==> src/rtl/bank_sw_pkg.sv <==
package bank_sw_pkg;
  localparam int unsigned DATA_W    = 8;
  localparam int unsigned ADDR_W    = 8;
  localparam int unsigned OFFS_W    = 6;
  localparam int unsigned NUM_PAGES = 4;
  localparam logic [ADDR_W-1:0] SEL_ADDR = 8'hCB;

  // page index -> select register bit (order is decoded by software)
  function automatic int unsigned sel_bit(input int unsigned idx);
    case (idx)
      0:       return 0;  // EEPROM page 0
      1:       return 1;  // EEPROM page 1
      2:       return 3;  // RAM page 1
      default: return 4;  // RAM page 2
    endcase
  endfunction
endpackage

==> src/rtl/bank_sel_reg.sv <==
module bank_sel_reg
  import bank_sw_pkg::*;
#(
  parameter int unsigned DW = DATA_W,
  parameter int unsigned AW = ADDR_W,
  parameter logic [AW-1:0] REG_ADDR = SEL_ADDR
) (
  input  logic          clk_i,
  input  logic [AW-1:0] addr_i,
  input  logic [DW-1:0] wdata_i,
  input  logic          we_i,
  output logic [DW-1:0] sel_o
);
  logic          load;
  logic [DW-1:0] sel_q;

  assign load = we_i && (addr_i == REG_ADDR);

  // deliberately no reset: contents survive rst_ni
  always_ff @(posedge clk_i) begin
    if (load) sel_q <= wdata_i;
  end

  assign sel_o = sel_q;
endmodule

==> src/rtl/bank_decode.sv <==
module bank_decode
  import bank_sw_pkg::*;
#(
  parameter int unsigned DW = DATA_W,
  parameter int unsigned NP = NUM_PAGES
) (
  input  logic [DW-1:0] sel_i,
  output logic [NP-1:0] en_o,
  output logic          err_o
);
  logic [NP-1:0] used;
  int unsigned   cnt;

  for (genvar g = 0; g < NP; g++) begin : g_used
    assign used[g] = sel_i[sel_bit(g)];
  end

  always_comb begin
    cnt   = $countones(used);
    err_o = (cnt > 1);
    en_o  = err_o ? '1 : used;
  end
endmodule

==> src/rtl/bank_page.sv <==
module bank_page #(
  parameter int unsigned DW = 8,
  parameter int unsigned OW = 6
) (
  input  logic          clk_i,
  input  logic          en_i,
  input  logic          we_i,
  input  logic [OW-1:0] offs_i,
  input  logic [DW-1:0] wdata_i,
  output logic [DW-1:0] rdata_o
);
  localparam int unsigned DEPTH = 1 << OW;

  logic [DW-1:0] mem_q [DEPTH];

  always_ff @(posedge clk_i) begin
    if (en_i && we_i) mem_q[offs_i] <= wdata_i;
  end

  assign rdata_o = en_i ? mem_q[offs_i] : '0;
endmodule

==> src/rtl/bank_switch_unit.sv <==
module bank_switch_unit
  import bank_sw_pkg::*;
#(
  parameter int unsigned DW = DATA_W,
  parameter int unsigned AW = ADDR_W,
  parameter int unsigned OW = OFFS_W,
  parameter int unsigned NP = NUM_PAGES,
  parameter logic [AW-1:0] REG_ADDR = SEL_ADDR
) (
  input  logic          clk_i,
  input  logic          rst_ni,
  input  logic [AW-1:0] addr_i,
  input  logic [DW-1:0] wdata_i,
  input  logic          we_i,
  input  logic          re_i,
  output logic [DW-1:0] rdata_o,
  output logic [NP-1:0] page_en_o,
  output logic          bank_err_o
);
  logic [DW-1:0] sel_q;
  logic [NP-1:0] dec_en;
  logic          win_hit;
  logic          win_acc;
  logic [DW-1:0] pg_rd [NP];
  logic [DW-1:0] or_rd;

  bank_sel_reg #(.DW(DW), .AW(AW), .REG_ADDR(REG_ADDR)) u_sel (
    .clk_i  (clk_i),
    .addr_i (addr_i),
    .wdata_i(wdata_i),
    .we_i   (we_i),
    .sel_o  (sel_q)
  );

  bank_decode #(.DW(DW), .NP(NP)) u_dec (
    .sel_i(sel_q),
    .en_o (dec_en),
    .err_o(bank_err_o)
  );

  assign win_hit   = (addr_i[AW-1:OW] == '0);
  assign win_acc   = win_hit && (re_i || we_i);
  assign page_en_o = win_acc ? dec_en : '0;

  for (genvar p = 0; p < NP; p++) begin : g_page
    bank_page #(.DW(DW), .OW(OW)) u_page (
      .clk_i  (clk_i),
      .en_i   (page_en_o[p]),
      .we_i   (we_i),
      .offs_i (addr_i[OW-1:0]),
      .wdata_i(wdata_i),
      .rdata_o(pg_rd[p])
    );
  end

  always_comb begin
    or_rd = '0;
    for (int k = 0; k < NP; k++) or_rd |= pg_rd[k];
  end

  // CBh and all non-window addresses fall through to zero
  assign rdata_o = (re_i && win_hit) ? or_rd : '0;

  AST_SEL_READS_ZERO: assert property (@(posedge clk_i) disable iff (!rst_ni)
    (re_i && addr_i == REG_ADDR) |-> rdata_o == '0);
  AST_SEL_LOAD: assert property (@(posedge clk_i) disable iff (!rst_ni)
    (we_i && addr_i == REG_ADDR) |=> sel_q == $past(wdata_i));
  AST_SEL_HOLD: assert property (@(posedge clk_i) disable iff (!rst_ni)
    !(we_i && addr_i == REG_ADDR) |=> $stable(sel_q));
  AST_SINGLE_PAGE: assert property (@(posedge clk_i) disable iff (!rst_ni)
    !bank_err_o |-> $onehot0(page_en_o));
  AST_CONFLICT_ALL: assert property (@(posedge clk_i) disable iff (!rst_ni)
    (bank_err_o && addr_i[AW-1:OW] == '0 && (re_i || we_i)) |-> &page_en_o);
  AST_OUTSIDE_QUIET: assert property (@(posedge clk_i) disable iff (!rst_ni)
    (addr_i[AW-1:OW] != '0) |-> (page_en_o == '0 && rdata_o == '0));
  AST_IDLE_READ: assert property (@(posedge clk_i) disable iff (!rst_ni)
    !re_i |-> rdata_o == '0);
  AST_NO_PAGE: assert property (@(posedge clk_i) disable iff (!rst_ni)
    (!sel_q[0] && !sel_q[1] && !sel_q[3] && !sel_q[4]) |-> (page_en_o == '0 && rdata_o == '0));
endmodule

==> config.mk <==
export PLATFORM = sky130hd
export DESIGN_NAME = bank_switch_unit
export DESIGN_NICKNAME = d
export VERILOG_FILES = /design/src/rtl/bank_sw_pkg.sv /design/src/rtl/bank_sel_reg.sv /design/src/rtl/bank_decode.sv /design/src/rtl/bank_page.sv /design/src/rtl/bank_switch_unit.sv
export SDC_FILE = /design/constraint.sdc
export NUM_CORES = 2
export LEC_CHECK = 0
export BUFFER_PORTS_ARGS = -buffer_cell sky130_fd_sc_hd__buf_2
export CAP_MARGIN = 10
export CORE_ASPECT_RATIO = 0.6
export CORE_MARGIN = 2
export CORE_UTILIZATION = 35
export CTS_CLUSTER_SIZE = 40
export DETAILED_ROUTE_END_ITERATION = 12
export PLACE_DENSITY = 0.53
export SLEW_MARGIN = 15
export SYNTH_ARGS = -nofsm -noshare
export SYNTH_HDL_FRONTEND = slang
export SYNTH_SLANG_ARGS = --single-unit
==> constraint.sdc <==
create_clock -name clk_i -period 4.5 [get_ports clk_i]
set_input_delay 0.45 -clock clk_i [delete_from_list [all_inputs] [get_ports clk_i]]
set_output_delay 0.45 -clock clk_i [all_outputs]
set_load 0.02 [all_outputs]
==> results.md <==
- #FFs+latches synth: around 2100
- Synthesized instance count: 4483
- Die height: ~370 µm
- Critical Path Source: u_sel.sel_o[4]
- Seq/Total Area, Yosys: 0.774
- Fin worst setup slack: -0.179 ns
- DRT Wirelength: 295000 µm
- TritonCTS Buffers: about 190
- Share of cells above drive strength 1: 0.236
- Synth cell types: 77
- VDD IR-drop max: around 0.00027 V
- Max Fclk: roughly 0.21 GHz
- IO Count: 33
- CORE AREA: ~230000 µm²
- Hold Crit Start: wdata_i[6]
- Port Buffers: 31
- EDFF count, synth: between 2000 and 2500
- Worst Path Max Fanout: 6
- Syn Std Cell Area: 79600 µm²
- Finished Core Util: 0.409
- Vias in the first global route: 45000
- PwrDens: 422 nW/µm²
- Fin Clk Skew: approximately 0.032 ns
- Final hold vios: 0
- Net Count, Synth: 4506
- Maximum Capacitance Violations: 0
- Failing checks: negative setup slack
- Worst Setup Start Kind: register
- Most instantiated cells after synthesis: edfxtp_1 (2052), o22ai_1 (384), nor2_1 (376)
- First-pass GRT wire length: roughly 400000 µm
- RSZ-0062 raised after global routing: yes
- Starting Density: 0.352
- Placer congestion estimate: about 0.95
- Synth top area cells: edfxtp_1 (77%), mux4_2 (3.3%), mux2_2 (3.2%)
- Clock Latency Late Sink: 0.84 ns
- DRC: 0
- Status: finished, violations left
- CP endpoint kind: output port
- Largest net degree at the start of global routing: 169
- Hpwl dp: between 150000 and 200000 µm
- WHS Path Cells: 2
- Grt ovf: 0
- Root Driver: clkbuf_16
- Reg2Reg Depth: 9
- Final setup violating endpoints: 6
- Final slew viol count: 0
- DR WL/cell: between 30 and 40 µm
- Clk sink count: about 2100
- Initial antenna violation count: 19
- Leak pwr: ~29 nW
- 1st-iter DRT viols: between 8000 and 9000
- Final worst path period share: 1.04
- Remaining antenna violation count after routing: 0
- DIE AREA: around 230000 µm²
- Setup TNS: -0.631 ns
- Tmin final: 4.68 ns
- Most common cell in the synthesized netlist: edfxtp_1
- Area Growth Syn to Fin: 16.1%
- Die width: around 620 µm
- H-Tree Depth: 4
- Worst relative slew slack: 0.153
- All-Layer GR Usage: 0.249
- Post-synth ARST share: 0
- Worst-Margin Slew: roughly 1.3 ns
- Data arrival, critical path: between 4 and 5 ns
- Critical path start-end classification: register to output port
- Place WS: about 0.026 ns
- Area leader, netlist: edfxtp_1
- Synth top area share: 0.774
- HP Class: primary input to register
- Synth Warn #: 0
- Fin nets: slightly below 5000
- TritonCTS clock tree: yes
- Worst r2r src: u_sel.sel_o[4]
- Row Count: between 100 and 150
- Drt pass-1 iters: 6
- Syn_area_per_cell: ~18 µm²
- Via count: around 49000
- Clk buf depth: 4
- Clk pin slew, worst setup/hold paths: about 0.07 ns
- Vias per cell: between 6 and 7
- Primary FF master, synth: edfxtp_1
- Required @ worst endpoint: between 4 and 5 ns
-- path summary, 6_finish.rpt --
| check | slack [ns] | endpoint |
|---|---|---|
| worst min-delay path | 0.14 | g_page[0].u_page.mem_q[18][6] |
| worst max-delay path | -0.18 | rdata_o[0] |
| worst min register to register | 1.13 | g_page[0].u_page.mem_q[14][4] |
| worst max register to register | 0.70 | g_page[2].u_page.mem_q[37][4] |
-- area by class of cell --
class | instances | area [µm²]
Antenna cell | 10 | 25.0
Clock buffer | 227 | 4870
Clock inverter | 96 | 737
Fill cell | 20214 | 133000
Inverter | 16 | 71.3
Multi-Input combinational cell | 2111 | 16600
Sequential cell | 2052 | 61600
Tap cell | 3014 | 3770
Timing Repair Buffer | 506 | 4750
-- metrics by stage --
stage | instances | power (W) | hold WS (ns) | area (µm²)
floorplan | 4483 | 0.0224 | 0.549 | 79600
global placement | 7689 | 0.0238 | 0.848 | 86200
detailed placement | 7689 | 0.0239 | 0.858 | 86200
CTS | 8020 | 0.0390 | 0.142 | 92300
global route | 8022 | 0.0398 | 0.147 | 92400
finish | 8032 | 0.0390 | 0.136 | 92400
-- critical path: stages (launching register included) --
cell and delay (ns):
edfxtp_1 0.41, ha_1 0.30, and2_4 0.16, fa_1 0.47
or2_4 0.15, nor2_2 0.04, or2_4 0.34, buf_4 0.17
a2111oi_2 0.21, nand4_1 0.33, a21oi_2 0.34, a311o_1 0.29
buf_6 0.16
-- report_power, final --
part	internal (W)	switching (W)	total, W
sequential	0.0210	0.00000361	0.0210
combinational	0.000741	0.00180	0.00254
clock	0.00826	0.00719	0.0155
total	0.0300	0.00899	0.0390
-- per-layer routing --
layer	track usage	wire (µm)	share of wire	up-vias
met5	0	151	0.00051	-
met1	0.382	127000	0.43	25857
met2	0.322	115000	0.39	3521
met3	0.0985	44900	0.15	480
li1	-	-	-	19090
met4	0.0629	8190	0.028	20
-- cell families after synthesis --
| kind of cell | synth area share |
|---|---|
| compound gates | 0.0819 |
| fa+ha+maj | 0.000566 |
| buf+inv | 0.0243 |
| flops | 0.774 |
| mux | 0.0813 |
| simple gates | 0.0377 |
-- placed cells by master (no fill, tap or decap), drive strengths merged, types with 40 or more instances in the layout --
cell type	n
mux4	115
buf	496
mux2i	135
o21ai	77
nor2	376
o22ai	384
mux2	225
o221ai	129
a211oi	40
nand2	151
clkinv	79
edfxtp	2052
a21oi	107
clkbuf	236
-- repair_timing --
action,in CTS,in global routing
endpoints found under the hold margin,23,0
resized for setup,73,20
hold buffers,1,0
pin swaps,24,8
setup endpoints to repair,8,8
setup buffers,8,2
-- state kept, by name (all words and copies together), names as in the netlist --
register             cells
g_page.u_page.mem_q   2048
u_sel.sel_o              4
Power figures use the tool's default switching activity.
